--- src/rtl/board_ctrl_pkg.sv ---
package board_ctrl_pkg;

  localparam int OFF_W   = 20;
  localparam int DATA_W  = 32;
  localparam int NCHARS  = 8;
  localparam int EE_AW   = 8;

  typedef logic [OFF_W-1:0] off_t;

  localparam off_t OFF_SWITCH   = 20'h00200;
  localparam off_t OFF_STATUS   = 20'h00208;
  localparam off_t OFF_JUMPER   = 20'h00210;
  localparam off_t OFF_LED      = 20'h00408;
  localparam off_t OFF_HEXWORD  = 20'h00410;
  localparam off_t OFF_CHAR0    = 20'h00418;
  localparam off_t OFF_SOFTRST  = 20'h00500;
  localparam off_t OFF_BRK      = 20'h00508;
  localparam off_t OFF_GPOUT    = 20'h00A00;
  localparam off_t OFF_GPIN     = 20'h00A08;
  localparam off_t OFF_I2C_IN   = 20'h00B00;
  localparam off_t OFF_I2C_OE   = 20'h00B08;
  localparam off_t OFF_I2C_OUT  = 20'h00B10;
  localparam off_t OFF_I2C_SEL  = 20'h00B18;

  localparam logic [DATA_W-1:0] SOFTRST_KEY = 32'h0000_0042;
  localparam logic [DATA_W-1:0] I2C_IN_INIT = 32'h0000_0003;

  // One nibble to its uppercase ASCII hex digit.
  function automatic logic [7:0] nibble_to_ascii(input logic [3:0] n);
    return (n < 4'd10) ? (8'h30 + {4'b0, n}) : (8'h37 + {4'b0, n});
  endfunction

  // EEPROM contents are computed, not stored.
  function automatic logic [7:0] eeprom_byte(input logic [EE_AW-1:0] a);
    return {a[3:0], a[7:4]} ^ 8'h3C;
  endfunction

endpackage

--- src/rtl/bctl_i2c_eeprom.sv ---
module bctl_i2c_eeprom
  import board_ctrl_pkg::*;
(
  input  logic clk,
  input  logic rst_n,
  input  logic we,
  input  logic scl_in,
  input  logic sda_in,
  output logic sda_out
);

  localparam logic [4:0] TICK_CMD_END  = 5'd9;
  localparam logic [4:0] TICK_ADDR_END = 5'd17;

  logic [4:0]       tick_q, tick_n;
  logic             rw_q, rw_n;
  logic [EE_AW-1:0] addr_q, addr_n;
  logic [7:0]       data_q, data_n;
  logic             ack_q, ack_n;
  logic             scl_q, scl_n;
  logic             sda_q, sda_n;
  logic             line_sda;

  // Named events for the checks below
  logic scl_rise_evt;
  logic start_evt;
  assign scl_rise_evt = we && !scl_q && scl_in;
  assign start_evt    = we && scl_q && scl_in && sda_q && !sda_in;

  always_comb begin
    tick_n   = tick_q;
    rw_n     = rw_q;
    addr_n   = addr_q;
    data_n   = data_q;
    ack_n    = ack_q;
    scl_n    = scl_q;
    sda_n    = sda_q;
    line_sda = sda_in;
    if (we) begin
      if (scl_q && scl_in && (sda_q != sda_in)) begin
        if (!sda_in) begin
          tick_n = 5'd1;
          rw_n   = 1'b0;
        end
      end else if (tick_q == 5'd0 && !ack_q) begin
        line_sda = sda_in;
      end else if (!scl_q && scl_in) begin
        if (ack_q) begin
          line_sda = 1'b0;
          ack_n    = 1'b0;
        end else if (sda_q == sda_in) begin
          if (tick_q < TICK_CMD_END) begin
            rw_n   = sda_in;
            tick_n = tick_q + 5'd1;
            if (tick_q == TICK_CMD_END - 5'd1) ack_n = 1'b1;
          end else if (tick_q < TICK_ADDR_END) begin
            if (rw_q) line_sda = data_q[7];
            addr_n = {addr_q[EE_AW-2:0], sda_in};
            tick_n = tick_q + 5'd1;
            data_n = {data_q[6:0], 1'b0};
            if (tick_q == TICK_ADDR_END - 5'd1) begin
              data_n = eeprom_byte(addr_n);
              ack_n  = 1'b1;
              tick_n = 5'd0;
            end
          end else begin
            line_sda = 1'b0;
          end
        end
      end
      scl_n = scl_in;
      sda_n = line_sda;
    end
  end

  always_ff @(posedge clk or negedge rst_n) begin
    if (!rst_n) begin
      tick_q <= '0;
      rw_q   <= 1'b0;
      addr_q <= '0;
      data_q <= '0;
      ack_q  <= 1'b0;
      scl_q  <= 1'b1;
      sda_q  <= 1'b1;
    end else begin
      tick_q <= tick_n;
      rw_q   <= rw_n;
      addr_q <= addr_n;
      data_q <= data_n;
      ack_q  <= ack_n;
      scl_q  <= scl_n;
      sda_q  <= sda_n;
    end
  end

  assign sda_out = sda_q;

  // an acknowledging clock rise pulls the data output low
  p_ack_low_r11: assert property (@(posedge clk) disable iff (!rst_n)
    (scl_rise_evt && ack_q) |=> (sda_out == 1'b0));

  // the line state holds between writes
  p_idle_hold_r11: assert property (@(posedge clk) disable iff (!rst_n)
    !we |=> ($stable(sda_out) && $stable(tick_q)));

  // a start always restarts the bit count
  p_start_count_r11: assert property (@(posedge clk) disable iff (!rst_n)
    start_evt |=> (tick_q == 5'd1));

endmodule

--- src/rtl/bctl_display.sv ---
module bctl_display
  import board_ctrl_pkg::*;
#(
  parameter int N = NCHARS
) (
  input  logic           clk,
  input  logic           rst_n,
  input  logic [N-1:0]   char_we,
  input  logic [7:0]     char_byte,
  input  logic           word_we,
  input  logic [4*N-1:0] word,
  output logic [8*N-1:0] text
);

  localparam logic [7:0] BLANK = 8'h20;

  // A character write wins over a word write in the same cycle.
  for (genvar k = 0; k < N; k++) begin : g_char
    logic [7:0] ch_q;
    logic [3:0] nib;
    assign nib = word[4*(N-1-k) +: 4];
    always_ff @(posedge clk or negedge rst_n) begin
      if (!rst_n)          ch_q <= BLANK;
      else if (char_we[k]) ch_q <= char_byte;
      else if (word_we)    ch_q <= nibble_to_ascii(nib);
    end
    assign text[8*k +: 8] = ch_q;
  end

  // text changes only on a display write
  p_text_hold_r5: assert property (@(posedge clk) disable iff (!rst_n)
    (!(|char_we) && !word_we) |=> $stable(text));

  // at most one character register is addressed at a time
  p_char_onehot_r5: assert property (@(posedge clk) disable iff (!rst_n)
    $onehot0(char_we));

endmodule

--- src/rtl/board_ctrl_regs.sv ---
module board_ctrl_regs
  import board_ctrl_pkg::*;
#(
  parameter bit BIG_ENDIAN = 1'b0
) (
  input  logic              clk,
  input  logic              rst_n,
  input  logic [OFF_W-1:0]  bus_off,
  input  logic              bus_rd,
  input  logic              bus_wr,
  input  logic [DATA_W-1:0] bus_wdata,
  output logic [DATA_W-1:0] bus_rdata,
  output logic [7:0]        led_o,
  output logic [7:0]        gp_o,
  output logic [8*NCHARS-1:0] text_o,
  output logic              reset_req_o,
  output logic              i2c_scl_o,
  output logic              i2c_sda_o,
  output logic [1:0]        i2c_oe_o
);

  localparam logic [DATA_W-1:0] STATUS_VAL = BIG_ENDIAN ? 32'h12 : 32'h10;

  logic [7:0]        led_q, brk_q, gp_q;
  logic [1:0]        oe_q;
  logic [DATA_W-1:0] i2c_out_q;
  logic              sel_q;
  logic              rst_q;
  logic [DATA_W-1:0] rdata_q, rd_mux;
  logic              ee_sda;

  // Named write events
  logic wr_led, wr_brk, wr_gp, wr_oe, wr_i2c, wr_sel, wr_hex, key_hit;
  logic [NCHARS-1:0] wr_char;

  assign wr_led  = bus_wr && (bus_off == OFF_LED);
  assign wr_brk  = bus_wr && (bus_off == OFF_BRK);
  assign wr_gp   = bus_wr && (bus_off == OFF_GPOUT);
  assign wr_oe   = bus_wr && (bus_off == OFF_I2C_OE);
  assign wr_i2c  = bus_wr && (bus_off == OFF_I2C_OUT);
  assign wr_sel  = bus_wr && (bus_off == OFF_I2C_SEL);
  assign wr_hex  = bus_wr && (bus_off == OFF_HEXWORD);
  assign key_hit = bus_wr && (bus_off == OFF_SOFTRST) && (bus_wdata == SOFTRST_KEY);

  for (genvar k = 0; k < NCHARS; k++) begin : g_cdec
    assign wr_char[k] = bus_wr && (bus_off == off_t'(OFF_CHAR0 + 20'(8 * k)));
  end

  always_ff @(posedge clk or negedge rst_n) begin
    if (!rst_n) begin
      led_q     <= 8'h00;
      brk_q     <= 8'h0A;
      gp_q      <= 8'h00;
      oe_q      <= 2'b00;
      i2c_out_q <= 32'h3;
      sel_q     <= 1'b1;
      rst_q     <= 1'b0;
    end else begin
      if (wr_led) led_q     <= bus_wdata[7:0];
      if (wr_brk) brk_q     <= bus_wdata[7:0];
      if (wr_gp)  gp_q      <= bus_wdata[7:0];
      if (wr_oe)  oe_q      <= bus_wdata[1:0];
      if (wr_i2c) i2c_out_q <= bus_wdata;
      if (wr_sel) sel_q     <= bus_wdata[0];
      rst_q <= key_hit;
    end
  end

  bctl_display #(.N(NCHARS)) u_display (
    .clk       (clk),
    .rst_n     (rst_n),
    .char_we   (wr_char),
    .char_byte (bus_wdata[7:0]),
    .word_we   (wr_hex),
    .word      (bus_wdata),
    .text      (text_o)
  );

  bctl_i2c_eeprom u_eeprom (
    .clk     (clk),
    .rst_n   (rst_n),
    .we      (wr_i2c),
    .scl_in  (bus_wdata[1]),
    .sda_in  (bus_wdata[0]),
    .sda_out (ee_sda)
  );

  always_comb begin
    case (bus_off)
      OFF_SWITCH,
      OFF_JUMPER:  rd_mux = '0;
      OFF_STATUS:  rd_mux = STATUS_VAL;
      OFF_LED:     rd_mux = {24'b0, led_q};
      OFF_BRK:     rd_mux = {24'b0, brk_q};
      OFF_GPOUT:   rd_mux = {24'b0, gp_q};
      OFF_GPIN:    rd_mux = sel_q ? i2c_out_q : '0;
      OFF_I2C_IN:  rd_mux = {I2C_IN_INIT[DATA_W-1:1], ee_sda};
      OFF_I2C_OE:  rd_mux = {30'b0, oe_q};
      OFF_I2C_OUT: rd_mux = i2c_out_q;
      OFF_I2C_SEL: rd_mux = {31'b0, sel_q};
      default:     rd_mux = '0;
    endcase
  end

  always_ff @(posedge clk or negedge rst_n) begin
    if (!rst_n)      rdata_q <= '0;
    else if (bus_rd) rdata_q <= rd_mux;
    else             rdata_q <= '0;
  end

  assign bus_rdata   = rdata_q;
  assign led_o       = led_q;
  assign gp_o        = gp_q;
  assign reset_req_o = rst_q;
  assign i2c_scl_o   = i2c_out_q[1];
  assign i2c_sda_o   = i2c_out_q[0];
  assign i2c_oe_o    = oe_q;

  // a reset pulse only follows a write cycle
  p_rst_after_write_r7: assert property (@(posedge clk) disable iff (!rst_n)
    reset_req_o |-> $past(bus_wr));

  // LEDs hold without a write
  p_led_hold_r4: assert property (@(posedge clk) disable iff (!rst_n)
    !bus_wr |=> $stable(led_o));

  // read data is zero after a cycle without a read
  p_rdata_idle_r2: assert property (@(posedge clk) disable iff (!rst_n)
    !bus_rd |=> (bus_rdata == '0));

  // line levels change only on a write
  p_lines_hold_r9: assert property (@(posedge clk) disable iff (!rst_n)
    !bus_wr |=> ($stable(i2c_scl_o) && $stable(i2c_sda_o)));

endmodule

--- config.mk ---
export PLATFORM = sky130hd
export DESIGN_NAME = board_ctrl_regs
export DESIGN_NICKNAME = d
export VERILOG_FILES = /design/src/rtl/board_ctrl_pkg.sv /design/src/rtl/bctl_i2c_eeprom.sv /design/src/rtl/bctl_display.sv /design/src/rtl/board_ctrl_regs.sv
export SDC_FILE = /design/constraint.sdc
export NUM_CORES = 1
export LEC_CHECK = 0
export ABC_AREA = 1
export BUFFER_PORTS_ARGS = -buffer_cell sky130_fd_sc_hd__buf_4
export CAP_MARGIN = 40
export CORE_MARGIN = 2
export CORE_UTILIZATION = 30
export CTS_CLUSTER_DIAMETER = 40
export CTS_CLUSTER_SIZE = 30
export DETAILED_ROUTE_END_ITERATION = 8
export GPL_TIMING_DRIVEN = 1
export PLACE_DENSITY = 0.53
export SLEW_MARGIN = 20
export SYNTH_ARGS = -nofsm -noshare
export SYNTH_HDL_FRONTEND = slang
export SYNTH_HIERARCHICAL = 1
export SYNTH_SLANG_ARGS = --single-unit
--- constraint.sdc ---
create_clock -name clk -period 1.7 [get_ports clk]
set_input_delay 0.255 -clock clk [delete_from_list [all_inputs] [get_ports clk]]
set_output_delay 0.255 -clock clk [all_outputs]
set_load 0.1 [all_outputs]
Yosys cells after proc, flatten, opt, wreduce, memory -nomap -nowiden

Index checks and enable logic that the tools add are counted.

Memory bits (writable): 0
Bits in read-only memories: 0
Bits in latches: 0
Register bits after elaboration: 180
Memories: 0
Input port bits: 56

$lt $le $gt $ge: 10
Bitwise operators: 5
$add $sub $neg: 17
Div/mod/pow operators: 0
Shift-type cells: 0
Reduce and logical (&&, ||, !) cells: 40
Multipliers: 0
Equal/unequal tests: 27
Muxes and demuxes: 58

Operators with widths:

| operator                                            | count |
|---|---|
| case mux 32 bit (9 select lines)                    | 1 |
| == test 20 x 11 -> 1 bit (second input constant)    | 12 |
| two-way mux 8 bit                                   | 25 |
| == test 20 x 12 -> 1 bit (second input constant)    | 6 |
| adder 6 x 4 -> 7 bit (first input constant)         | 16 |
| two-way mux 32 bit                                  | 2 |
| two-way mux 5 bit                                   | 9 |
| == test 32 x 7 -> 1 bit (second input constant)     | 1 |
| < comparator 4 bit (second input constant)          | 8 |
| nonzero test 2 bit                                  | 11 |
| logical AND 1 bit                                   | 21 |
| two-way mux 1 bit                                   | 21 |
| == test 20 x 10 -> 1 bit (second input constant)    | 1 |
| AND reduction 7 bit                                 | 2 |
| AND reduction 8 bit                                 | 1 |
| adder 5 x 1 -> 5 bit (second input constant)        | 1 |
| == test 5 x 4 -> 1 bit (second input constant)      | 1 |
| == test 5 bit (second input constant)               | 1 |
| zero test 5 bit                                     | 1 |
| < comparator 5 x 4 -> 1 bit (second input constant) | 1 |
| < comparator 5 bit (second input constant)          | 1 |
| inequality test 2 bit (second input constant)       | 2 |
| NOT 1 bit                                           | 4 |
| NOT 4 bit                                           | 1 |
| other kinds (6)                                     | 7 |

Depth between registers and ports, before layout

Depth after elaboration: 9
Mapped depth: 14

Modules after synthesis

The synthesis kept the hierarchy.

Modules (own cells, without submodules):

| module          | instances | cells an instance | area an instance (um^2) |
|---|---|---|---|
| board_ctrl_regs | 1         | 488               | 4,182.8 |
| bctl_display    | 1         | 459               | 3,473.3 |
| bctl_i2c_eeprom | 1         | 181               | 1,333.8 |

Least setup slack after synthesis

OpenSTA, ideal clock, no wires.

Kind: in2reg
From: input port bus_off[13]
To: register u_eeprom.rw_q
Cell stages on the path: 13
Data arrival time: 1.833 ns
Setup time: 0.116 ns
Setup slack: -0.249 ns
Required time: 1.584 ns
Buffers on the path: 0
Path through: nor2_2 nand3_1 nor2_4 inv_2 nor2_4 nand2_2 nor2_2 o21ai_0 a21oi_1 and2_1 nand2_1 nand2_1 nand2_1

Longest elaborated chain between the ends: 3

Ends and longest elaborated chain:

| element                       | RTL line              | text |
|---|---|---|
| start: declaration            | board_ctrl_regs.sv:8  | `input logic [OFF_W-1:0] bus_off,` |
| == test 20 x 12 -> 1 bit      | board_ctrl_regs.sv:40 | `assign wr_i2c = bus_wr && (bus_off == OFF_I2C_OUT);` |
| logical AND 1 bit             | board_ctrl_regs.sv:40 |  |
| named net wr_i2c              | board_ctrl_regs.sv:33 | `logic wr_led, wr_brk, wr_gp, wr_oe, wr_i2c, wr_sel, wr_hex, key_hit;` |
| AND reduction 7 bit (no line) | n/a                   |  |
| end signal: assignment        | bctl_i2c_eeprom.sv:87 | `rw_q <= rw_n;` |
| end: declaration              | bctl_i2c_eeprom.sv:16 | `logic rw_q, rw_n;` |

The timed path passes the listed nets, and every way through them passes these cells.
A chain may end at the register's enable or synchronous reset.

Worst setup path in the final report

From: input port bus_off[12]
To: register u_display.g_char[0].ch_q[2]

Longest elaborated chain between the ends: 3
Elaborated cells between the ends (all ways): 6
Those cells by class: 2 x eq/ne; 1 x mux; 3 x reduce/logical

Ends and longest elaborated chain:

| element                      | RTL line              | text |
|---|---|---|
| == test 20 x 11 -> 1 bit     | board_ctrl_regs.sv:42 | `assign wr_hex = bus_wr && (bus_off == OFF_HEXWORD);` |
| logical AND 1 bit            | board_ctrl_regs.sv:42 |  |
| named net wr_hex             | board_ctrl_regs.sv:33 |  |
| nonzero test 2 bit (no line) | n/a                   |  |
| end signal: assignment       | bctl_display.sv:24    | `else if (char_we[k]) ch_q <= char_byte;` |
| end signal: assignment       | bctl_display.sv:25    | `else if (word_we) ch_q <= nibble_to_ascii(nib);` |
| end: declaration             | bctl_display.sv:19    | `logic [7:0] ch_q;` |

The timed path passes the listed nets, and every way through them passes these cells.

==> results.cfg <==
[outcome]
outcome = completed

[critical_path]
criticalPathCategory = input port to flop
worstPathCellList = buf_4 > nor2_4 > nand3_1 > nor2_2 > nand4_1 > buf_4 > nor2_1 > buf_6 > inv_4 > nor2_2 > inv_1 > nor2_1 > o21ai_1 > nand2_1
ff2ff_path_depth = 8
arrival_ns = 1.93
path_delay_family = simple AND/OR/NAND/NOR gates
end_kind = flop
slowest_stage = buf_6
crit_fanout = 9
startpoint_type = input port
max_stage_delay_ns = 0.18
path_buf_inv = 5
cp.required_ns = 2.07
cp.depth = 14

[sta]
rsz0062_at_grt = true
fin_skew_ns = 0.01366
slew_viol_final = 0
worst_pin_slew_ns = 0.7141
timing.final.crit_share_pct = 91.85
timing.final.crit_period_ns = 1.561
max_freq_mhz = 640.5
hold_violations = 0
setup_viol = 0
relSlewSlack_pct = 52.22

[logic_synthesis]
synth_seq_cells = 180
async_flop_share_pct = 100.0
synth_edf_count = 0
synth_top_family_by_area = simple AND/OR/NAND/NOR gates
syn-cell-area_mm2 = 0.008990
syn_inst = 1128
yosysMostFrequentCell = nand2_1
synth_adder_area_share_pct = 1.392
yosys.area_share.simple_pct = 28.80
ys_seq_area_share_pct = 50.31
ys_types = 34
synthTopCellsByArea = dfrtp_1 46%, nand2_1 14%, inv_1 4.9%
synth_common_cells = 334 x nand2_1, 165 x dfrtp_1, 117 x inv_1
yosysWarnings = 6
avgSynthCellArea_um2 = 7.970
synthMuxAreaShare_pct = 0
synth_compound_area_share_pct = 11.38
ys.flop_type = dfrtp_1
synth_area_leader_cell = dfrtp_1
synth_xor_area_share_pct = 0
synth_top_area_share_pct = 45.93
synth_nets = 1194

[clock_network]
cts_sinks = 180
root_buffer = clkbuf_16
cts_tree = done
h-tree-depth = 4
clock_path_buffers = 2
clk_transition_reported_paths_ns = 0.08
insertion_delay_ns = 0.43
numCtsBuffers = 17

[detailed_routing]
via_per_inst = 4.645
dr.pass1.iters = 6
drtAntennaViolNets = 0
wire_per_inst_um = 15.87
vias = 8226
drt_iter0_markers = 617
drc = 0
wl_mm = 28.10

[global_route]
grt-ovfl-total = 0
grt_pass1_vias = 7852
use_met1_pct = 25.62
track_usage_pct = 18.05
grt_antenna_before_repair = 0
grt_pass1_wl_mm = 43.55
grt.busiest_layer = met2
grt_max_degree = 49
grt_use_met3_pct = 3.114
grt_use_met2_pct = 27.95

[cells_and_area]
area_growth_pct = 32.76
nets = 1434
finalNonFillerCells = 1771
drive_above_1_share_pct = 27.88
antenna_cells = 0
fin_area_mm2 = 0.01194

[placement]
dp_hpwl_mm = 21.00
place_inst = 1735
placed_area_mm2 = 0.01129
place.gp.congestion = 0.8550
port_buffers = 172

[power]
ir_drop_mv = 0.6546
power_mw = 8.844
total_leakage_power_nw = 6.162
p_per_area_mw_per_mm2 = 741.0

[worst_hold_path]
hold_path_depth = 3
min_path_type = input port to flop

[die]
die_y_um = 177.1
ios = 173
dieArea_mm2 = 0.03137
fp.coreArea_mm2 = 0.02956
rows = 63
start_util_pct = 30.41
die_w_um = 177.1

[flow_run]
max-cap-violations = 0
final timing paths:
path	slack, ns	end	from
max reg2reg	0.15	u_eeprom/tick_q[0]	u_eeprom/tick_q[0]
min reg2reg	0.48	brk_q[1]	brk_q[1]
max in group asynchronous	0.76	u_eeprom/scl_q	rst_n
min in group asynchronous	0.30	led_o[1]	rst_n
max	0.14	u_display/g_char[0].ch_q[2]	bus_off[12]
min	0.03	i2c_out_q[21]	bus_wdata[21]
state kept, by name, summed over array words and instances (netlist names):
signal	count
led_o	8
gp_o	8
u_eeprom/addr_q	7
u_eeprom/sda_out	1
reset_req_o	1
u_eeprom/ack_q	1
brk_q	8
bus_rdata	32
u_eeprom/rw_q	1
u_eeprom/data_q	8
u_display/g_char.ch_q	64
i2c_oe_o	2
u_eeprom/tick_q	5
u_eeprom/scl_q	1
i2c_out_q	32
sel_q	1
cells by family (layout without fill, tap and decap cells):
logic type | Yosys count | after routing
buffers and inverters | 166 | 418
AO/OA/AOI/OAI | 184 | 184
AND/OR/NAND/NOR | 588 | 589
adder cells (fa/ha/maj) | 10 | 10
flip-flops | 180 | 180
layout make-up:
| type | instances | area [um2] |
|---|---|---|
| Clock buffer | 17 | 425.4 |
| Clock inverter | 15 | 167.7 |
| Fill cell | 3018 | 17620 |
| Inverter | 124 | 467.9 |
| Multi-Input combinational cell | 783 | 3785 |
| Sequential cell | 180 | 4524 |
| Tap cell | 390 | 488.0 |
| Timing Repair Buffer | 262 | 2077 |
worst register-to-register path, delay by kind of cell (launching register included):
kind,cells,cell delay (ns)
buf+inv,1,0.09
flops,1,0.45
simple gates,6,0.66
fa+ha+maj,1,0.25
per-stage QoR:
| stage | setup TNS (ns) | hold slack (ns) | setup slack, ns | utilization (%) |
|---|---|---|---|---|
| floorplan | -1.107 | -0.04059 | -0.07970 | - |
| global placement | -38.32 | 0.2039 | -0.4196 | 38.19 |
| detailed placement | -36.79 | 0.2061 | -0.4054 | 38.19 |
| CTS | 0 | 0.01403 | 0.06110 | 40.23 |
| global route | -0.01751 | 0.04268 | -0.01751 | 40.38 |
| finish | 0 | 0.03225 | 0.1386 | 40.38 |
placed cells by master, fill, tap and decap left out, types with 15 or more instances in the layout:
cell,instances
nand2_1,333
buf_4,251
dfrtp_1,164
inv_1,117
nor2_1,91
nand3_1,71
o21ai_0,60
o21ai_1,49
a21oi_1,32
a22oi_1,31
nor2_2,25
nand2_2,20
nand4_1,20
clkbuf_16,17
dfstp_2,15
where the power goes:
part           total, mW  switching (mW)  internal (mW)
combinational      0.617           0.408          0.209
sequential          4.28       0.0000957           4.28
clock               3.95            1.98           1.97
metal layers:
metal	wire, um	share of wire, %
met1	13300	47
met2	12700	45
met3	1522	5.4
met4	583	2.1
met5	0	0
repair_timing:
action,CTS,global route
hold buffers,1,0
endpoints found under the hold margin,27,0
buffers inserted,0,2
resized for setup,0,6
endpoints found under the setup margin,0,54
(Power assumes the default switching activity.)
